==> src/rtl/i2c_temp_pkg.sv <==
package i2c_temp_pkg;
  localparam int unsigned REG_W    = 8;
  localparam int unsigned NUM_REGS = 4;
  localparam int unsigned PTR_W    = $clog2(NUM_REGS);
  localparam int unsigned TEMP_W   = 12;
  localparam logic [TEMP_W-1:0] TEMP_RST = 12'h190;  // +25 C at 1/16 C per LSB

  typedef enum logic [2:0] {
    ST_IDLE,
    ST_DEVADR,
    ST_ACK_OUT,
    ST_RX,
    ST_TX,
    ST_ACK_IN
  } tgt_state_e;
endpackage

==> src/rtl/i2c_pin_filter.sv <==
module i2c_pin_filter #(
  parameter int unsigned SYNC_STAGES = 2,
  parameter int unsigned FILT_LEN    = 3
) (
  input  logic clk_i,
  input  logic rst_ni,
  input  logic pin_i,
  output logic level_o
);
  localparam int unsigned CNT_W = $clog2(FILT_LEN + 1);

  logic [SYNC_STAGES-1:0] sync_q;
  logic [CNT_W-1:0]       cnt_q;
  logic                   level_q;

  always_ff @(posedge clk_i or negedge rst_ni) begin
    if (!rst_ni) begin
      sync_q  <= '1;
      cnt_q   <= '0;
      level_q <= 1'b1;
    end else begin
      sync_q <= {sync_q[SYNC_STAGES-2:0], pin_i};
      if (sync_q[SYNC_STAGES-1] == level_q) begin
        cnt_q <= '0;
      end else if (cnt_q == CNT_W'(FILT_LEN - 1)) begin
        level_q <= ~level_q;
        cnt_q   <= '0;
      end else begin
        cnt_q <= cnt_q + 1'b1;
      end
    end
  end

  assign level_o = level_q;
endmodule

==> src/rtl/i2c_bus_events.sv <==
module i2c_bus_events (
  input  logic clk_i,
  input  logic rst_ni,
  input  logic scl_i,
  input  logic sda_i,
  output logic scl_rise_o,
  output logic scl_fall_o,
  output logic start_o,
  output logic stop_o
);
  logic scl_q, sda_q;

  always_ff @(posedge clk_i or negedge rst_ni) begin
    if (!rst_ni) begin
      scl_q <= 1'b1;
      sda_q <= 1'b1;
    end else begin
      scl_q <= scl_i;
      sda_q <= sda_i;
    end
  end

  assign scl_rise_o = scl_i & ~scl_q;
  assign scl_fall_o = ~scl_i & scl_q;
  assign start_o    = scl_i & scl_q & sda_q & ~sda_i;
  assign stop_o     = scl_i & scl_q & ~sda_q & sda_i;
endmodule

==> src/rtl/i2c_target_fsm.sv <==
module i2c_target_fsm
  import i2c_temp_pkg::*;
#(
  parameter logic [6:0] DEV_ADDR = 7'h50
) (
  input  logic             clk_i,
  input  logic             rst_ni,
  input  logic             sda_i,
  input  logic             scl_rise_i,
  input  logic             scl_fall_i,
  input  logic             start_i,
  input  logic             stop_i,
  input  logic [REG_W-1:0] rd_data_i,
  output logic [PTR_W-1:0] rd_addr_o,
  output logic             wr_en_o,
  output logic [PTR_W-1:0] wr_addr_o,
  output logic [REG_W-1:0] wr_data_o,
  output logic             snap_o,
  output logic             sda_oe_o
);
  tgt_state_e       state_q;
  logic [3:0]       bit_cnt_q;
  logic [REG_W-1:0] shreg_q;
  logic [PTR_W-1:0] ptr_q;
  logic             rw_q, waddr_pend_q, nack_q, sda_oe_q;
  logic             wr_en_q, snap_q;
  logic [PTR_W-1:0] wr_addr_q;
  logic [REG_W-1:0] wr_data_q;

  wire byte_done = (bit_cnt_q == 4'd8);

  always_ff @(posedge clk_i or negedge rst_ni) begin
    if (!rst_ni) begin
      state_q      <= ST_IDLE;
      bit_cnt_q    <= '0;
      shreg_q      <= '0;
      ptr_q        <= '0;
      rw_q         <= 1'b0;
      waddr_pend_q <= 1'b0;
      nack_q       <= 1'b0;
      sda_oe_q     <= 1'b0;
      wr_en_q      <= 1'b0;
      snap_q       <= 1'b0;
      wr_addr_q    <= '0;
      wr_data_q    <= '0;
    end else begin
      wr_en_q <= 1'b0;
      snap_q  <= 1'b0;
      if (start_i) begin
        state_q   <= ST_DEVADR;
        bit_cnt_q <= '0;
        sda_oe_q  <= 1'b0;
      end else if (stop_i) begin
        state_q  <= ST_IDLE;
        sda_oe_q <= 1'b0;
      end else begin
        unique case (state_q)
          ST_DEVADR, ST_RX: begin
            if (scl_rise_i && !byte_done) begin
              shreg_q   <= {shreg_q[REG_W-2:0], sda_i};
              bit_cnt_q <= bit_cnt_q + 1'b1;
            end else if (scl_fall_i && byte_done) begin
              if (state_q == ST_DEVADR) begin
                if (shreg_q[7:1] == DEV_ADDR) begin
                  rw_q         <= shreg_q[0];
                  waddr_pend_q <= ~shreg_q[0];
                  sda_oe_q     <= 1'b1;
                  state_q      <= ST_ACK_OUT;
                end else begin
                  state_q <= ST_IDLE;  // not addressed: wait for next START
                end
              end else begin
                if (waddr_pend_q) begin
                  ptr_q        <= shreg_q[PTR_W-1:0];
                  snap_q       <= 1'b1;
                  waddr_pend_q <= 1'b0;
                end else begin
                  wr_en_q   <= 1'b1;
                  wr_addr_q <= ptr_q;
                  wr_data_q <= shreg_q;
                  ptr_q     <= ptr_q + 1'b1;
                end
                sda_oe_q <= 1'b1;
                state_q  <= ST_ACK_OUT;
              end
            end
          end
          ST_ACK_OUT: begin
            if (scl_fall_i) begin
              bit_cnt_q <= '0;
              if (rw_q) begin
                shreg_q  <= rd_data_i;
                sda_oe_q <= ~rd_data_i[REG_W-1];
                state_q  <= ST_TX;
              end else begin
                sda_oe_q <= 1'b0;
                state_q  <= ST_RX;
              end
            end
          end
          ST_TX: begin
            if (scl_rise_i) begin
              bit_cnt_q <= bit_cnt_q + 1'b1;
            end else if (scl_fall_i) begin
              if (byte_done) begin
                sda_oe_q <= 1'b0;
                ptr_q    <= ptr_q + 1'b1;
                state_q  <= ST_ACK_IN;
              end else begin
                shreg_q  <= {shreg_q[REG_W-2:0], 1'b0};
                sda_oe_q <= ~shreg_q[REG_W-2];
              end
            end
          end
          ST_ACK_IN: begin
            if (scl_rise_i) begin
              nack_q <= sda_i;
            end else if (scl_fall_i) begin
              if (nack_q) begin
                state_q <= ST_IDLE;
              end else begin
                shreg_q   <= rd_data_i;
                sda_oe_q  <= ~rd_data_i[REG_W-1];
                bit_cnt_q <= '0;
                state_q   <= ST_TX;
              end
            end
          end
          default: state_q <= ST_IDLE;
        endcase
      end
    end
  end

  assign rd_addr_o = ptr_q;
  assign wr_en_o   = wr_en_q;
  assign wr_addr_o = wr_addr_q;
  assign wr_data_o = wr_data_q;
  assign snap_o    = snap_q;
  assign sda_oe_o  = sda_oe_q;
endmodule

==> src/rtl/i2c_temp_regs.sv <==
module i2c_temp_regs
  import i2c_temp_pkg::*;
#(
  parameter logic [6:0]  DEV_ADDR    = 7'h50,
  parameter int unsigned SYNC_STAGES = 2,
  parameter int unsigned FILT_LEN    = 3
) (
  input  logic              clk_i,
  input  logic              rst_ni,
  input  logic              scl_i,
  input  logic              sda_i,
  output logic              sda_oe_o,
  input  logic [TEMP_W-1:0] temp_i,
  input  logic              temp_valid_i,
  output logic              conv_req_o,
  output logic              tune_dis_o,
  output logic              tune_sign_o,
  output logic [13:0]       tune_mag_o
);
  localparam int unsigned NPINS = 2;

  logic [NPINS-1:0] pin_raw, pin_flt;
  assign pin_raw = {scl_i, sda_i};

  for (genvar g = 0; g < NPINS; g++) begin : g_pin
    i2c_pin_filter #(.SYNC_STAGES(SYNC_STAGES), .FILT_LEN(FILT_LEN)) u_flt (
      .clk_i  (clk_i),
      .rst_ni (rst_ni),
      .pin_i  (pin_raw[g]),
      .level_o(pin_flt[g])
    );
  end

  logic scl_rise, scl_fall, start_det, stop_det;

  i2c_bus_events u_evt (
    .clk_i     (clk_i),
    .rst_ni    (rst_ni),
    .scl_i     (pin_flt[1]),
    .sda_i     (pin_flt[0]),
    .scl_rise_o(scl_rise),
    .scl_fall_o(scl_fall),
    .start_o   (start_det),
    .stop_o    (stop_det)
  );

  logic [PTR_W-1:0] rd_addr, reg_wr_addr;
  logic [REG_W-1:0] rd_data, reg_wr_data;
  logic             reg_wr_en, snap_en;

  i2c_target_fsm #(.DEV_ADDR(DEV_ADDR)) u_fsm (
    .clk_i     (clk_i),
    .rst_ni    (rst_ni),
    .sda_i     (pin_flt[0]),
    .scl_rise_i(scl_rise),
    .scl_fall_i(scl_fall),
    .start_i   (start_det),
    .stop_i    (stop_det),
    .rd_data_i (rd_data),
    .rd_addr_o (rd_addr),
    .wr_en_o   (reg_wr_en),
    .wr_addr_o (reg_wr_addr),
    .wr_data_o (reg_wr_data),
    .snap_o    (snap_en),
    .sda_oe_o  (sda_oe_o)
  );

  logic [REG_W-1:0]  tune_hi_q, tune_lo_q;
  logic [TEMP_W-1:0] live_temp_q, user_temp_q;
  logic              conv_req_q;

  always_ff @(posedge clk_i or negedge rst_ni) begin
    if (!rst_ni) begin
      tune_hi_q   <= '0;
      tune_lo_q   <= '0;
      live_temp_q <= TEMP_RST;
      user_temp_q <= TEMP_RST;
      conv_req_q  <= 1'b1;
    end else begin
      conv_req_q <= 1'b0;
      if (temp_valid_i) live_temp_q <= temp_i;
      if (snap_en)      user_temp_q <= live_temp_q;
      if (reg_wr_en) begin
        if (reg_wr_addr == PTR_W'(0)) tune_hi_q <= reg_wr_data;
        if (reg_wr_addr == PTR_W'(1)) tune_lo_q <= reg_wr_data;
      end
    end
  end

  always_comb begin
    unique case (rd_addr)
      PTR_W'(0): rd_data = tune_hi_q;
      PTR_W'(1): rd_data = tune_lo_q;
      PTR_W'(2): rd_data = user_temp_q[11:4];
      default:   rd_data = {user_temp_q[3:0], 4'h0};
    endcase
  end

  assign conv_req_o  = conv_req_q;
  assign tune_dis_o  = tune_hi_q[7];
  assign tune_sign_o = tune_hi_q[6];
  assign tune_mag_o  = {tune_hi_q[5:0], tune_lo_q};
endmodule

==> config.mk <==
export PLATFORM = sky130hd
export DESIGN_NAME = i2c_temp_regs
export DESIGN_NICKNAME = d
export VERILOG_FILES = /design/src/rtl/i2c_temp_pkg.sv /design/src/rtl/i2c_pin_filter.sv /design/src/rtl/i2c_bus_events.sv /design/src/rtl/i2c_target_fsm.sv /design/src/rtl/i2c_temp_regs.sv
export SDC_FILE = /design/constraint.sdc
export NUM_CORES = 1
export LEC_CHECK = 0
export BUFFER_PORTS_ARGS = -buffer_cell sky130_fd_sc_hd__buf_4
export CAP_MARGIN = 20
export CORE_MARGIN = 4
export CORE_UTILIZATION = 51
export DETAILED_ROUTE_END_ITERATION = 6
export PLACE_DENSITY = 0.77
export SETUP_SLACK_MARGIN = 0.2
export SLEW_MARGIN = 10
export SYNTH_ARGS = -nofsm -noshare
export SYNTH_HDL_FRONTEND = slang
export SYNTH_HIERARCHICAL = 1
export SYNTH_SLANG_ARGS = --single-unit
==> constraint.sdc <==
create_clock -name clk_i -period 5 [get_ports clk_i]
set_input_delay 1 -clock clk_i [delete_from_list [all_inputs] [get_ports clk_i]]
set_output_delay 1 -clock clk_i [all_outputs]
set_load 0.02 [all_outputs]
==> summary.txt, run 1 <==
Job
  – Max-Cap Viols: 0

Synth
  – Synth Instances: 303
  – Share of the synthesized area in the top cell type: 44.5%
  – Post-synthesis net count: 322
  – Largest area contributor in the netlist: dfrtp_1
  – Synth cell count leaders: dfrtp_1, mux2_2, dfstp_2
  – Syn avg cell area: 13.2 µm²
  – #FFs+latches synth: 86
  – Mapped cell area: 3990 µm²
  – Ys Warns: 6
  – Most frequent cell after synthesis: dfrtp_1
  – Synth unique cells: 54
  – Number of synthesized flops with an enable pin: 0
  – Area contributors post-synth: dfrtp_1, mux2_2, dfstp_2
  – Async set or reset register ratio after synthesis: 100%
  – Synth Flop Type: dfrtp_1
  – Sequential fraction of the synthesis area: 54.4%

Power
  – Sw Share: 28.6%
  – P_int: 0.00116 W
  – Leakage power: 2.10 nW
  – Net Switching: 0.000463 W
  – Power Density: 357 nW/µm²
  – Logic pwr share: 16.8%
  – Clock Power Share: 30.5%
  – Sequential power share: 52.7%
  – Max IR drop VDD: 0.208 mV

Cells and area
  – Layout Nets: 357
  – Synth-to-Final Area Change: 13.7%
  – Post-layout util: 61.0%
  – Layout cells sized above 1: 42.3%
  – Ant diodes: 0

Critical path
  – Worst Setup Path Type: reg -> reg
  – Worst r2r path cells: 6
  – Crit start category: flip-flop
  – Max FO, Critical Path: 10
  – Reg2reg end: u_fsm/shreg_q[7]$_DFFE_PN0P_
  – Req. time, crit path: 5240 ps
  – Critical Path Source: u_evt/scl_q$_DFF_PN1_
  – Worst Setup EP: u_fsm/shreg_q[7]$_DFFE_PN0P_
  – WP data arrival: 2950 ps
  – RR Startpoint: u_evt/scl_q$_DFF_PN1_
  – Crit. End Element: flip-flop
  – R2r setup slk: 2290 ps

Detailed routing
  – Drt wl/cell: 16.6 µm
  – DR iter-0 viols: 236
  – Final antenna-violating net count: 0
  – Vias per cell: 5.63
  – Total Wirelength: 7.34 mm
  – DR DRC count: 0
  – DR vias: 2487
  – Detailed-router iteration count before antenna repair: 4

Floorplan
  – # rows: 31
  – Initial Utilization: 53.6%
  – Core area: 7450 µm²
  – I/O pin count: 35
  – Die area: 9310 µm²
  – Die X: 96.5 µm
  – Die Y: 96.5 µm

GRT
  – Tot GR Track Use: 17.6%
  – GRT Residual Overflow: 0
  – Global-route wire length before repair: 12.4 mm
  – Initial antenna violation count: 0
  – Vias in the first global route: 2570
  – Pin count of the biggest net entering global routing: 87

STA
  – Final Hold Fails: 0
  – Max transition margin: 40.2%
  – Slew @ Worst Pin: 889 ps
  – Clk_skew: 16.0 ps
  – Final setup TNS: 0 ps
  – Tcrit/Tclk final: 54.2%
  – Highest clock rate: 369 MHz
  – Fin crit period: 2710 ps
  – Setup Viol. Count Final: 0
  – Max Slew Vio Count: 0
  – RSZ-0062 raised after global routing: no

Status
  – Outcome: finished, final reports clean

Clocking
  – Post CTS Setup Buffer Count: 0
  – # H-tree levels: 3
  – Insertion delay to the later sink of the worst-skew pair: 360 ps
  – Clk pin slew, worst setup/hold paths: 80 ps
  – CTS Buf Count: 9
  – Clock root cell: clkbuf_8
  – Cts hold-fix bufs: 0
  – Clock Path Buffers: 2
  – Clk sink count: 86
  – Resize count post-CTS: 0
  – CTS tree: yes

Worst hold path
  – HP Class: reg -> reg

Placement
  – Routability Congestion: 0.875
  – DP HPWL: 4.96 mm
  – PortBufs: 34
[layer usage]
metal | up-vias | GRT usage [%] | wire (µm)
li1 | 1179 | - | -
met1 | 1232 | 24.0 | 3240
met2 | 60 | 26.6 | 3510
met3 | 16 | 4.18 | 394
met4 | 0 | 8.41 | 191
met5 | - | 0 | 0
[power by group through the flow]
stage	Combinational, W	Clock, W	Sequential, W
after floorplan	0.000220	0	0.000841
after global placement	0.000261	0	0.000861
after detailed placement	0.000271	0	0.000867
after CTS	0.000272	0.000502	0.000853
after global routing	0.000305	0.000532	0.000868
final	0.000273	0.000494	0.000854
[worst min-delay path by stage]
stage,startpoint,end,cells past startpoint
after floorplan,g_pin[0].u_flt/sync_q[0]$_DFF_PN1_,g_pin[0].u_flt/sync_q[1]$_DFF_PN1_,0
after global placement,g_pin[0].u_flt/sync_q[0]$_DFF_PN1_,g_pin[0].u_flt/sync_q[1]$_DFF_PN1_,0
after detailed placement,g_pin[1].u_flt/sync_q[0]$_DFF_PN1_,g_pin[1].u_flt/sync_q[1]$_DFF_PN1_,0
after CTS,g_pin[0].u_flt/sync_q[0]$_DFF_PN1_,g_pin[0].u_flt/sync_q[1]$_DFF_PN1_,0
after global routing,g_pin[1].u_flt/sync_q[0]$_DFF_PN1_,g_pin[1].u_flt/sync_q[1]$_DFF_PN1_,0
final,g_pin[0].u_flt/sync_q[0]$_DFF_PN1_,g_pin[0].u_flt/sync_q[1]$_DFF_PN1_,0
[area by class of cell]
type,count,area [µm²]
Sequential cell,86,2170
Multi-Input combinational cell,199,1740
Clock buffer,10,128
Tap cell,99,124
Timing Repair Buffer,35,283
Clock inverter,6,70.1
Inverter,7,26.3
Fill cell,606,2910
[cells in the final DEF, fill, tap and decap left out, types with 5 or more instances in the layout]
cell,synthesis,final
buf_4,2,34
mux2_2,66,66
dfrtp_1,71,71
nand2_1,13,13
nor2_1,13,13
mux2i_1,7,7
nor2b_1,7,7
a21oi_1,7,7
nor3_1,7,7
nor3b_1,5,5
inv_1,7,7
dfstp_2,15,15
clkbuf_8,0,9
o21ai_0,8,8
nand3_1,5,5
[flip-flops by register name, summed over array words and instances (netlist names), 3 cells and up]
name	cells
u_fsm/bit_cnt_q	4
tune_hi_q	8
u_fsm/wr_data_o	8
u_fsm/shreg_q	8
g_pin.u_flt/sync_q	4
live_temp_q	12
tune_lo_q	8
g_pin.u_flt/cnt_q	4
user_temp_q	12
u_fsm/state_q	3
[through the flow]
stage | worst slack, ps | std cells | hold WS [ps] | area [µm²] | total power [W]
floorplan | 2830 | 303 | 345 | 3990 | 0.00106
global placement | 2450 | 425 | 346 | 4310 | 0.00112
detailed placement | 2330 | 425 | 347 | 4310 | 0.00114
CTS | 2310 | 441 | 358 | 4510 | 0.00163
global route | 2120 | 442 | 364 | 4540 | 0.00170
finish | 2290 | 442 | 358 | 4540 | 0.00162
[logic make-up after synthesis]
| family | Yosys count | synth area share (%) |
|---|---|---|
| XOR/XNOR | 3 | 0.658 |
| adder cells (fa/ha/maj) | 2 | 0.627 |
| buffers and inverters | 18 | 2.07 |
| flip-flops | 86 | 54.4 |
| other | 1 | 0.0940 |
| AND/OR/NAND/NOR | 75 | 12.0 |
| multiplexers | 79 | 23.4 |
| AO/OA/AOI/OAI | 39 | 6.77 |
[critical path: stages (launching register included)]
cell      delay [ps]
dfstp_2          550
nor2b_1          460
nor3b_1          270
o22ai_1          130
nand2b_4         190
nor4_4           600
mux2_2           400
No activity file was read; power rests on OpenSTA's default activity.
==> run 2, diff against run 1 <==
Clock period 5 ns to 2.75 ns, I/O delays scaled along.
==> run 2 against run 1 <==
Worst setup slack got worse by 1900 ps. Sequential power increased by 81%. Largest cell class unchanged. Non-clock buffer count up 6. Critical endpoint is now u_fsm/wr_data_o[0]$_DFFE_PN0P_. Final cell count increased by 1.4%. Combinational power grew 92%. Register-to-register slack worse by 1900 ps. Die area stayed put.
==> summary.txt, run 2 (same netlist as run 1, synthesis figures left out) <==
Critical path
  – Worst Setup EP: u_fsm/wr_data_o[0]$_DFFE_PN0P_
  – Critical Path Stages: 5
  – Reg2reg end: u_fsm/wr_data_o[0]$_DFFE_PN0P_
  – Worst r2r path cells: 5
  – Crit path cell chain: and4b_1, nor2_1, and3_1, and4_2, mux2_2
  – Worst Setup Path Type: reg -> reg
  – RR Startpoint: g_pin[0].u_flt/level_o$_DFFE_PN1P_
  – WP data arrival: 2600 ps
  – Critical Path Source: g_pin[0].u_flt/level_o$_DFFE_PN1P_
  – Delay-heaviest family, CP: simple AND/OR/NAND/NOR gates
  – Crit. End Element: flip-flop
  – R2r setup slk: 390 ps
  – Crit start category: flip-flop
  – Bufs and invs on worst path: 0
  – Slowest stage cell, crit path: dfstp_2
  – Max FO, Critical Path: 10
  – Req. time, crit path: 2990 ps
  – Worst stage delay on the critical path: 610 ps

Cells and area
  – Final std cells w/o fill: 448
  – Most common cell after layout, fill and taps aside: dfrtp_1
  – Biggest regs: live_temp_q x12, user_temp_q x12
  – Most frequent cells in the layout: dfrtp_1, mux2_2, buf_4
  – Layout cells sized above 1: 43.8%
  – Layout Nets: 363
  – Ant diodes: 0
  – Synth-to-Final Area Change: 14.3%

Clocking
  – Clock Path Buffers: 2
  – Clk pin slew, worst setup/hold paths: 80 ps
  – # H-tree levels: 3
  – CTS tree: yes
  – CTS Buf Count: 9
  – Clk sink count: 86
  – Clock root cell: clkbuf_8
  – Insertion delay to the later sink of the worst-skew pair: 350 ps

STA
  – RSZ-0062 raised after global routing: no
  – Tcrit/Tclk final: 85.8%
  – Clk_skew: 11.4 ps
  – Final setup TNS: 0 ps
  – Max Slew Vio Count: 0
  – Slew @ Worst Pin: 812 ps
  – Final Hold Fails: 0
  – Setup Viol. Count Final: 0
  – Highest clock rate: 424 MHz
  – Max transition margin: 45.4%
  – Fin crit period: 2360 ps
  – Min Hold Slack: 157 ps

Placement
  – Routability Congestion: 0.942
  – DP HPWL: 5.41 mm
  – PortBufs: 34
  – Placed cells: 431

Detailed routing
  – Vias per cell: 5.76
  – Detailed-router iteration count before antenna repair: 4
  – Met3 routed WL: 301 µm
  – DR iter-0 viols: 186
  – Met2 routed WL: 3.66 mm
  – DR DRC count: 0
  – Met1 wire length: 3.36 mm
  – Total Wirelength: 7.49 mm
  – Drt wl/cell: 16.7 µm
  – Max Used Layer: met4
  – Final antenna-violating net count: 0
  – DR vias: 2579

GRT
  – Initial antenna violation count: 0
  – Vias in the first global route: 2600
  – Tot GR Track Use: 17.9%
  – Global-route wire length before repair: 12.6 mm
  – Pin count of the biggest net entering global routing: 38
  – GRT Residual Overflow: 0

Floorplan
  – Die Y: 96.5 µm
  – I/O pin count: 35
  – Die area: 9310 µm²
  – # rows: 31
  – Initial Utilization: 53.6%
  – Core area: 7450 µm²
  – Die X: 96.5 µm

Power
  – Power Density: 631 nW/µm²
  – Max IR drop VDD: 0.342 mV
  – Leakage power: 2.13 nW

Worst hold path
  – HP Class: in -> async

Job
  – Max-Cap Viols: 0

Status
  – Outcome: finished, final reports clean
## run 2: layer usage
layer / vias up / GRT usage, %
met2: 67 / 28.3
met3: 17 / 3.25
met4: 0 / 8.41
li1: 1191 / -
met1: 1304 / 24.1
met5: - / 0
## run 2: timing repair
item / in CTS / in global routing
hold buffers: 0 / 0
endpoints found under the setup margin: 0 / 12
resized for setup: 0 / 1
setup buffers: 0 / 1
## run 2: how the worst min path moves through the flow
stage	startpoint	to	slack [ps]	cells after the start
floorplan	rst_ni	g_pin[0].u_flt/cnt_q[0]$_DFF_PN0_	250	0
global placement	g_pin[0].u_flt/sync_q[0]$_DFF_PN1_	g_pin[0].u_flt/sync_q[1]$_DFF_PN1_	350	0
detailed placement	g_pin[1].u_flt/sync_q[0]$_DFF_PN1_	g_pin[1].u_flt/sync_q[1]$_DFF_PN1_	350	0
CTS	rst_ni	g_pin[1].u_flt/cnt_q[0]$_DFF_PN0_	160	1
global route	rst_ni	g_pin[1].u_flt/cnt_q[1]$_DFF_PN0_	180	1
finish	rst_ni	g_pin[1].u_flt/cnt_q[1]$_DFF_PN0_	160	1
## run 2: where the power goes
part / switching [W] / total, W / internal (W) / leakage [nW]
Sequential: 0.000138 / 0.00155 / 0.00142 / 1.12
Combinational: 0.000243 / 0.000523 / 0.000280 / 0.915
Clock: 0.000462 / 0.000802 / 0.000340 / 0.0895
## run 2: final cells by class
class	instances	area, µm²
timing repair buffer	41	320
clock buffer	9	124
sequential	86	2170
inverter	7	26.3
tap	99	124
clock inverter	7	56.3
multi-input combinational	199	1740
fill	581	2890
## run 2: metrics by stage
| step | area, µm² | worst slack [ps] | utilization (%) | power [W] |
|---|---|---|---|---|
| global route | 4560 | 289 | 61.2 | 0.00304 |
| global placement | 4370 | 386 | 58.7 | 0.00207 |
| CTS | 4550 | 297 | 61.1 | 0.00290 |
| finish | 4560 | 391 | 61.2 | 0.00288 |
| detailed placement | 4370 | 319 | 58.7 | 0.00209 |
| floorplan | 3990 | 584 | - | 0.00193 |
